`config.mk`:
```
export PLATFORM = sky130hd
export DESIGN_NAME = pmx_bridge
export DESIGN_NICKNAME = d
export VERILOG_FILES = /design/src/rtl/pmx_pkg.sv /design/src/rtl/pmx_decode.sv /design/src/rtl/pmx_xreg.sv /design/src/rtl/pmx_result.sv /design/src/rtl/pmx_pack.sv /design/src/rtl/pmx_bridge.sv
export SDC_FILE = /design/constraint.sdc
export NUM_CORES = 1
export LEC_CHECK = 0
export ABC_AREA = 1
export BUFFER_PORTS_ARGS = -buffer_cell sky130_fd_sc_hd__buf_2
export CAP_MARGIN = 20
export CORE_MARGIN = 10
export CORE_UTILIZATION = 48
export CTS_BUF_LIST = sky130_fd_sc_hd__clkbuf_16
export CTS_CLUSTER_SIZE = 20
export DETAILED_ROUTE_END_ITERATION = 16
export GPL_TIMING_DRIVEN = 0
export PLACE_DENSITY = 0.95
export RECOVER_POWER = 100
export SETUP_SLACK_MARGIN = 0.15
export SYNTH_ARGS = -nofsm -noshare
export SYNTH_HDL_FRONTEND = slang
export SYNTH_SLANG_ARGS = --single-unit
```
`constraint.sdc`:
```
create_clock -name clk -period 2.3 [get_ports clk]
set_input_delay 0.115 -clock clk [delete_from_list [all_inputs] [get_ports clk]]
set_output_delay 0.115 -clock clk [all_outputs]
set_load 0.01 [all_outputs]
```
`src/rtl/pmx_pkg.sv`:
```
package pmx_pkg;
    localparam int REG_W = 16;
    localparam int EXT_W = 8;
    localparam int MEM_W = REG_W + EXT_W;

    localparam logic [1:0] K_MRD  = 2'b00;
    localparam logic [1:0] K_MWR  = 2'b01;
    localparam logic [1:0] K_XLD  = 2'b10;
    localparam logic [1:0] K_XRD  = 2'b11;

    typedef struct packed {
        logic cap_wide;   // program read, wide memory: capture low byte
        logic cap_zero;   // program read, narrow memory: clear byte
        logic xr_load;    // explicit load from register value
        logic res_pm;     // result from upper lanes
        logic res_dm;     // result from lower lanes
        logic res_xr;     // result from exchange byte
        logic wr_pm;      // pack {reg, byte}
        logic wr_dm;      // pack {0, reg}
    } pmx_ctrl_t;
endpackage

```
`src/rtl/pmx_decode.sv`:
```
module pmx_decode
    import pmx_pkg::*;
(
    input  logic       op_valid,
    input  logic [1:0] op_kind,
    input  logic       op_pm,
    input  logic       op_wide,
    output pmx_ctrl_t  ctrl
);
    always_comb begin
        ctrl = '0;
        if (op_valid) begin
            unique case (op_kind)
                K_MRD: begin
                    ctrl.cap_wide = op_pm & op_wide;
                    ctrl.cap_zero = op_pm & ~op_wide;
                    ctrl.res_pm   = op_pm;
                    ctrl.res_dm   = ~op_pm;
                end
                K_MWR: begin
                    ctrl.wr_pm = op_pm;
                    ctrl.wr_dm = ~op_pm;
                end
                K_XLD: ctrl.xr_load = 1'b1;
                K_XRD: ctrl.res_xr  = 1'b1;
                default: ctrl = '0;
            endcase
        end
    end
endmodule

```
`src/rtl/pmx_xreg.sv`:
```
module pmx_xreg
    import pmx_pkg::*;
#(
    parameter int EW = EXT_W
) (
    input  logic          clk,
    input  logic          rst_n,
    input  pmx_ctrl_t     ctrl,
    input  logic [EW-1:0] rd_low,
    input  logic [EW-1:0] src_low,
    output logic [EW-1:0] xr_q
);
    typedef struct packed {
        logic [EW-1:0] xr;
    } xst_t;

    xst_t st_d, st_q;

    always_comb begin
        st_d = st_q;
        if (ctrl.cap_wide)      st_d.xr = rd_low;
        else if (ctrl.cap_zero) st_d.xr = '0;
        else if (ctrl.xr_load)  st_d.xr = src_low;
    end

    always_ff @(posedge clk or negedge rst_n) begin
        if (!rst_n) st_q <= '0;
        else        st_q <= st_d;
    end

    assign xr_q = st_q.xr;

    a_r2_capture_low: assert property (@(posedge clk) disable iff (!rst_n)
        ctrl.cap_wide |=> xr_q == $past(rd_low));
    a_r4_zero_fill: assert property (@(posedge clk) disable iff (!rst_n)
        ctrl.cap_zero |=> xr_q == '0);
    a_r5_load_low: assert property (@(posedge clk) disable iff (!rst_n)
        ctrl.xr_load |=> xr_q == $past(src_low));
    a_r7_dm_keep: assert property (@(posedge clk) disable iff (!rst_n)
        (ctrl.res_dm || ctrl.wr_dm) |=> $stable(xr_q));
    a_r8_idle_keep: assert property (@(posedge clk) disable iff (!rst_n)
        (ctrl == '0) |=> $stable(xr_q));
endmodule

```
`src/rtl/pmx_result.sv`:
```
module pmx_result
    import pmx_pkg::*;
#(
    parameter int RW = REG_W,
    parameter int EW = EXT_W,
    localparam int MW = RW + EW
) (
    input  logic          clk,
    input  logic          rst_n,
    input  pmx_ctrl_t     ctrl,
    input  logic [MW-1:0] mem_rdata,
    input  logic [EW-1:0] xr_q,
    output logic [RW-1:0] rd_result
);
    typedef struct packed {
        logic [RW-1:0] res;
    } rst_t;

    rst_t st_d, st_q;

    always_comb begin
        st_d = st_q;
        if (ctrl.res_pm)      st_d.res = mem_rdata[MW-1:EW];
        else if (ctrl.res_dm) st_d.res = mem_rdata[RW-1:0];
        else if (ctrl.res_xr) st_d.res = {{(RW-EW){1'b0}}, xr_q};
    end

    always_ff @(posedge clk or negedge rst_n) begin
        if (!rst_n) st_q <= '0;
        else        st_q <= st_d;
    end

    assign rd_result = st_q.res;

    a_r2_upper_result: assert property (@(posedge clk) disable iff (!rst_n)
        ctrl.res_pm |=> rd_result == $past(mem_rdata[MW-1:EW]));
    a_r7_dm_result: assert property (@(posedge clk) disable iff (!rst_n)
        ctrl.res_dm |=> rd_result == $past(mem_rdata[RW-1:0]));
    a_r6_xr_result: assert property (@(posedge clk) disable iff (!rst_n)
        ctrl.res_xr |=> rd_result[EW-1:0] == $past(xr_q) && rd_result[RW-1:EW] == '0);
    a_r5_result_hold: assert property (@(posedge clk) disable iff (!rst_n)
        ctrl.xr_load |=> $stable(rd_result));
endmodule

```
`src/rtl/pmx_pack.sv`:
```
module pmx_pack
    import pmx_pkg::*;
#(
    parameter int RW = REG_W,
    parameter int EW = EXT_W,
    localparam int MW = RW + EW
) (
    input  pmx_ctrl_t     ctrl,
    input  logic [RW-1:0] reg_wdata,
    input  logic [EW-1:0] xr_q,
    output logic [MW-1:0] mem_wdata
);
    always_comb begin
        mem_wdata = '0;
        if (ctrl.wr_pm)      mem_wdata = {reg_wdata, xr_q};
        else if (ctrl.wr_dm) mem_wdata = {{EW{1'b0}}, reg_wdata};
    end
endmodule

```
`src/rtl/pmx_bridge.sv`:
```
module pmx_bridge
    import pmx_pkg::*;
(
    input  logic             clk,
    input  logic             rst_n,
    input  logic             op_valid,
    input  logic [1:0]       op_kind,
    input  logic             op_pm,
    input  logic             op_wide,
    input  logic [MEM_W-1:0] mem_rdata,
    input  logic [REG_W-1:0] reg_wdata,
    output logic [MEM_W-1:0] mem_wdata,
    output logic [REG_W-1:0] rd_result
);
    pmx_ctrl_t        ctrl;
    logic [EXT_W-1:0] xr_q;

    pmx_decode u_dec (
        .op_valid (op_valid),
        .op_kind  (op_kind),
        .op_pm    (op_pm),
        .op_wide  (op_wide),
        .ctrl     (ctrl)
    );

    pmx_xreg #(.EW(EXT_W)) u_xr (
        .clk     (clk),
        .rst_n   (rst_n),
        .ctrl    (ctrl),
        .rd_low  (mem_rdata[EXT_W-1:0]),
        .src_low (reg_wdata[EXT_W-1:0]),
        .xr_q    (xr_q)
    );

    pmx_result #(.RW(REG_W), .EW(EXT_W)) u_res (
        .clk       (clk),
        .rst_n     (rst_n),
        .ctrl      (ctrl),
        .mem_rdata (mem_rdata),
        .xr_q      (xr_q),
        .rd_result (rd_result)
    );

    pmx_pack #(.RW(REG_W), .EW(EXT_W)) u_pack (
        .ctrl      (ctrl),
        .reg_wdata (reg_wdata),
        .xr_q      (xr_q),
        .mem_wdata (mem_wdata)
    );

    a_r3_pm_write: assert property (@(posedge clk) disable iff (!rst_n)
        (op_valid && op_kind == K_MWR && op_pm)
            |-> mem_wdata[MEM_W-1:EXT_W] == reg_wdata);
    a_r7_dm_write: assert property (@(posedge clk) disable iff (!rst_n)
        (op_valid && op_kind == K_MWR && !op_pm)
            |-> mem_wdata == {{EXT_W{1'b0}}, reg_wdata});
    a_r8_idle_quiet: assert property (@(posedge clk) disable iff (!rst_n)
        !op_valid |-> mem_wdata == '0 ##1 $stable(rd_result));
    a_r9_roundtrip: assert property (@(posedge clk) disable iff (!rst_n)
        (op_valid && op_kind == K_MRD && op_pm && op_wide)
            ##1 (op_valid && op_kind == K_MWR && op_pm && reg_wdata == rd_result)
            |-> mem_wdata == $past(mem_rdata));
endmodule

```
# == Word-level counts from Yosys, hierarchy flattened ==
# Cells that the tools add are included.
# totals
register_bits,24
in_bits,47
output_inout_bits,40
word_cells,26
# op_classes
eq_ne,3
n_mux,14
n_bitwise,4
reduce_logical,3
# op_table
cell,count
2-to-1 mux 16 bit,4
2-to-1 mux 8 bit,4
2-to-1 mux 24 bit,1
2-to-1 mux 2 bit,3
nonzero test 3 bit,2
"== test 2 bit, second input constant",2
AND 1 bit,2
"== test 2 x 1 -> 1 bit, second input constant",1
logical NOT 2 bit,1
2-to-1 mux 1 bit,2
NOT 1 bit,2

# == Logic depth before layout (Yosys ltp) ==
# logic_depth
word_depth,7
mapped_depth,9
mapped_depth_nobuf,7

# == Hierarchy ==
# From an unflattened synthesis, not the netlist that was laid out.
# unflattened
hier_cells,282
area_unflattened_um2,1890.6
# by_module_without_submodules
mod,n_inst,cells_per_inst,area_each_um2,seq_area_each_um2
pmx_result,1,114,882.1,400.4
pmx_xreg,1,77,528.0,200.2
pmx_pack,1,71,399.1,0.0
pmx_decode,1,20,81.3,0.0

# == Least setup slack after synthesis ==
# Ideal clock, no wire load.
# synth_timing
kind,input to output
from,input port op_pm
to,output port mem_wdata[10]
arrival_ps,909
t_required_ps,2185
slack_ps,1276
cell_stages,5
path_buffers,2
path_cell_list,buf_6 -> nor2_4 -> nand2_2 -> buf_4 -> o22ai_1
# synth_between
elab_chain_len,5
# synth_lines
item,line,rtl
start: declaration,pmx_bridge.sv:8,"input logic op_pm,"
NOT 1 bit,pmx_decode.sv:22,ctrl.wr_dm = ~op_pm;
2-to-1 mux 2 bit *,pmx_decode.sv:13,unique case (op_kind)
2-to-1 mux 8 bit *,pmx_decode.sv:12,if (op_valid) begin
2-to-1 mux 16 bit,pmx_pack.sv:16,"else if (ctrl.wr_dm) mem_wdata = {{EW{1'b0}}, reg_wdata};"
2-to-1 mux 24 bit *,pmx_pack.sv:15,"if (ctrl.wr_pm) mem_wdata = {reg_wdata, xr_q};"
end: declaration,pmx_bridge.sv:12,"output logic [MEM_W-1:0] mem_wdata,"
# Every way passes the cells marked *; elsewhere a longest branch is shown, timed or not.

# == Final worst setup path ==
# layout_timing
from,input port op_valid
to,output port mem_wdata[14]
# layout_between
elab_chain_len,3
# layout_lines
item,line,rtl
start: declaration,pmx_bridge.sv:6,"input logic op_valid,"
2-to-1 mux 8 bit *,pmx_decode.sv:12,
2-to-1 mux 16 bit,pmx_pack.sv:16,
2-to-1 mux 24 bit *,pmx_pack.sv:15,
# Marks and branches as above.

==> out/qor_table.md <==
| Group | Result | This run |
| --- | --- | --- |
| grt | Global-route wire length before repair | 8.33 mm |
| clock tree | Insertion delay of the later-clocked pin in the worst-skew pair | 0.25 ns |
| timing | Clock skew after layout | 0.00160 ns |
| floorplan | Area of the placeable core | 3130 sq um |
| timing | Final period demand of the worst path | 1.65 ns |
| detailed routing | Number of vias per cell | 5.07 |
| logic synthesis | Synthesized cell area | 1600 sq um |
| worst setup path | Max stage delay cell, worst path | sky130_fd_sc_hd__nand2_1 |
| floorplan | Die boundary width | 77.7 microns |
| worst setup path | Buffering stage count on the worst path with inverters included | 4 |
| floorplan | DIE AREA | 6040 sq um |
| grt | Global-route usage over all layers | 16.2% |
| detailed routing | Post-detailed-route wirelength per cell | 14.4 microns |
| pwr | Worst vdd ir | 0.308 mV |
| worst setup path | Worst setup path class | input port to output port |
| timing | Slew @ Worst Pin | 1.27 ns |
| grt | Via count of the first global-routing pass | 1,921 |
| worst setup path | Crit Path Max Fanout | 10 |
| logic synthesis | Proportion of synthesized chip area in sequential cells | 37.6% |
| floorplan | Initial standard-cell utilization of the core | 51.1% |
| logic synthesis | Average instance area after synthesis | 6.98 sq um |
| final layout | Total Nets Final | 366 |
| worst setup path | Cell repeated most along the worst path | sky130_fd_sc_hd__clkbuf_1 |
| logic synthesis | Cell count after synthesis | 229 |
| timing | Count of endpoints failing hold in the final timing report | 0 |
| detailed routing | Vias | 1,831 |
| timing | Maximum clock frequency | 606 MHz |
| detailed routing | DRC violations left | 0 |
| worst setup path | Delay of the slowest cell on the worst path | 0.40 ns |
| final layout | Fraction of final layout cells with drive strength greater than 1 | 20.8% |
| pwr | PD cells | 594 nW/um^2 |
| clock tree | Clock tree sinks | 24 |
| timing | Relative slew slack | 15.1% |
| timing | Unrepaired setup endpoints after global routing | false |
| clock tree | Clock root buffer | sky130_fd_sc_hd__clkbuf_16 |
| clock tree | Worst-path clk slew | 0.06 ns |
| clock tree | Clock buffer depth | 2 |
| placement | Count of input and output buffers | 84 |
| final layout | Diodes inserted | 0 |
| floorplan | Number of I/O pins | 87 |
| worst setup path | Critical Path RT | 2.18 ns |
| grt | Antenna violations before repair | 0 |
| timing | Final total negative setup slack | 0 ns |
| pwr | Leakage Power | 0.00109 uW |
| timing | Number of max-slew violations in the final report | 0 |
| final layout | Commonest non-fill, non-tap cell in the layout | sky130_fd_sc_hd__nand2_1 |
| grt | Aggregate global routing overflow | 0 |
| floorplan | Die Height | 77.7 microns |
| detailed routing | TritonRoute pass-1 iters | 4 |
| worst hold path | Type of the worst min-delay path | input port to flop |
| logic synthesis | Synth warn | 0 |
| grt | Pin count of the biggest net entering global routing | 25 |
| detailed routing | Number of routed nets with antenna violations | 0 |
| final layout | Most used cells in the layout excluding fill and tap cells | sky130_fd_sc_hd__nand2_1, sky130_fd_sc_hd__buf_2, sky130_fd_sc_hd__clkbuf_1 |
| logic synthesis | Post-Synthesis Net Count | 276 |
| timing | Count of final setup violators | 0 |
| detailed routing | DRT Wirelength | 5.20 mm |
| floorplan | Number of standard-cell rows in the floorplan | 20 |
| placement | Dpl hpwl | 4.22 mm |
| worst setup path | Kind of end point of the critical path | output port |
| clock tree | CTS tree | built |
| logic synthesis | Register bit count reported by yosys | 24 |
| final layout | Post-route core utilization | 66.5% |
| worst setup path | Critical path arrival | 1.54 ns |
| final layout | Area added between synthesis and finish | 30.1% |
| placement | Routability cong. | 0.866 |
| worst setup path | Top cell family by delay on the critical path | buffers and inverters |
| clock tree | H-tree level count | 1 |
| worst setup path | Critical path startpoint category | input port |
| flow run | Number of violations of the max-capacitance limit | 0 |
| worst setup path | Series of cell instances along the critical path | clkbuf_1 -> nand2_4 -> clkinvlp_2 -> nand2_1 -> buf_6 -> o22ai_1 -> clkbuf_1 |
| clock tree | Number of CTS-inserted buffers | 3 |
| logic synthesis | Number of library cell types mapped by synthesis | 20 |
| timing | Final period util | 71.8% |
| detailed routing | Count of routing violations after the opening detailed-route iteration | 135 |
| outcome | Result of the run | finished, final reports clean |
Yosys cell counts:
cell | n | area share [%]
sky130_fd_sc_hd__a21oi_1 | 8 | 2.5
sky130_fd_sc_hd__buf_2 | 1 | 0.31
sky130_fd_sc_hd__buf_4 | 4 | 1.9
sky130_fd_sc_hd__buf_6 | 4 | 2.8
sky130_fd_sc_hd__clkbuf_1 | 1 | 0.23
sky130_fd_sc_hd__dfrtp_1 | 24 | 38
sky130_fd_sc_hd__inv_1 | 18 | 4.2
sky130_fd_sc_hd__inv_2 | 2 | 0.47
sky130_fd_sc_hd__inv_4 | 1 | 0.39
sky130_fd_sc_hd__nand2_1 | 59 | 14
sky130_fd_sc_hd__nand2_2 | 4 | 1.6
sky130_fd_sc_hd__nand2_4 | 2 | 1.4
sky130_fd_sc_hd__nand3_1 | 32 | 10
sky130_fd_sc_hd__nand3_2 | 2 | 1.3
sky130_fd_sc_hd__nor2_1 | 32 | 7.5
sky130_fd_sc_hd__nor2_4 | 3 | 2.1
sky130_fd_sc_hd__o211ai_1 | 8 | 3.8
sky130_fd_sc_hd__o21ai_0 | 14 | 4.4
sky130_fd_sc_hd__o21ai_1 | 2 | 0.63
sky130_fd_sc_hd__o22ai_1 | 8 | 3.1
cells by family (layout without fill, tap and decap cells):
kind of cell	after synthesis	after routing	share of synthesized area, %
compound gates	40	40	14.4
buf+inv	31	119	10.3
flops	24	24	37.6
simple gates	134	134	37.7
path summary, 6_finish.rpt:
path	from	endpoint	slack [ns]	cells past startpoint
setup reg to reg	u_xr.xr_q[1]$_DFFE_PN0P_	u_res.rd_result[1]$_DFFE_PN0P_	1.52	4
setup / recovery	op_valid	mem_wdata[14]	0.65	7
min in group asynchronous	rst_n	u_res.rd_result[3]$_DFFE_PN0P_	0.67	2
max in group asynchronous	rst_n	u_res.rd_result[0]$_DFFE_PN0P_	0.88	2
hold / removal	mem_rdata[22]	u_res.rd_result[14]$_DFFE_PN0P_	0.08	3
hold reg to reg	u_res.rd_result[8]$_DFFE_PN0P_	u_res.rd_result[8]$_DFFE_PN0P_	0.48	2
power by group:
part           switching, uW  internal [uW]  total (uW)
Sequential              47.7            497         544
Combinational            203            124         327
Clock                    136            230         365
Total                    387            850        1240
tightest hold or removal path: stages:
cell	delay (ns)
sky130_fd_sc_hd__buf_2	0.07
sky130_fd_sc_hd__nand2_1	0.04
sky130_fd_sc_hd__nand3_1	0.06
layout make-up:
cell class	count	area, sq um
buffer	10	67.6
clock buffer	3	75.1
fill	309	1050
inverter	21	80.1
multi-input combinational	174	816
sequential	24	601
tap	44	55.1
timing repair buffer	85	387
repair_timing:
action / CTS / global route
resized for setup: 0 / 0
buffers inserted: 0 / 0
hold buffers: 1 / 0
endpoints found under the hold margin: 24 / 0
flip-flops by register name, summed over array words and instances, names as in the netlist:
| name | count |
|---|---|
| u_res.rd_result | 16 |
| u_xr.xr_q | 8 |
per-stage QoR:
step / cell area (sq um) / total power [uW] / hold slack [ns] / setup slack [ns] / std cells
detailed placement: 2070 / 898 / 0.120 / 1.00 / 357
global placement: 2070 / 885 / 0.114 / 1.03 / 357
finish: 2080 / 1240 / 0.0772 / 0.649 / 361
floorplan: 1600 / 738 / -0.181 / 1.28 / 229
global route: 2080 / 1310 / 0.0893 / 0.523 / 361
CTS: 2160 / 1260 / 0.0795 / 0.991 / 361
layer usage:
| metal | part of all wire (%) | GRT usage [%] | routed length (microns) | up-vias |
|---|---|---|---|---|
| li1 | - | - | - | 933 |
| met1 | 42 | 18.2 | 2170 | 808 |
| met2 | 46 | 27.0 | 2370 | 86 |
| met3 | 12 | 6.91 | 601 | 4 |
| met4 | 1.2 | 5.29 | 61 | 0 |
| met5 | 0 | 0 | 0 | - |
No activity file was read; power rests on OpenSTA's default activity.
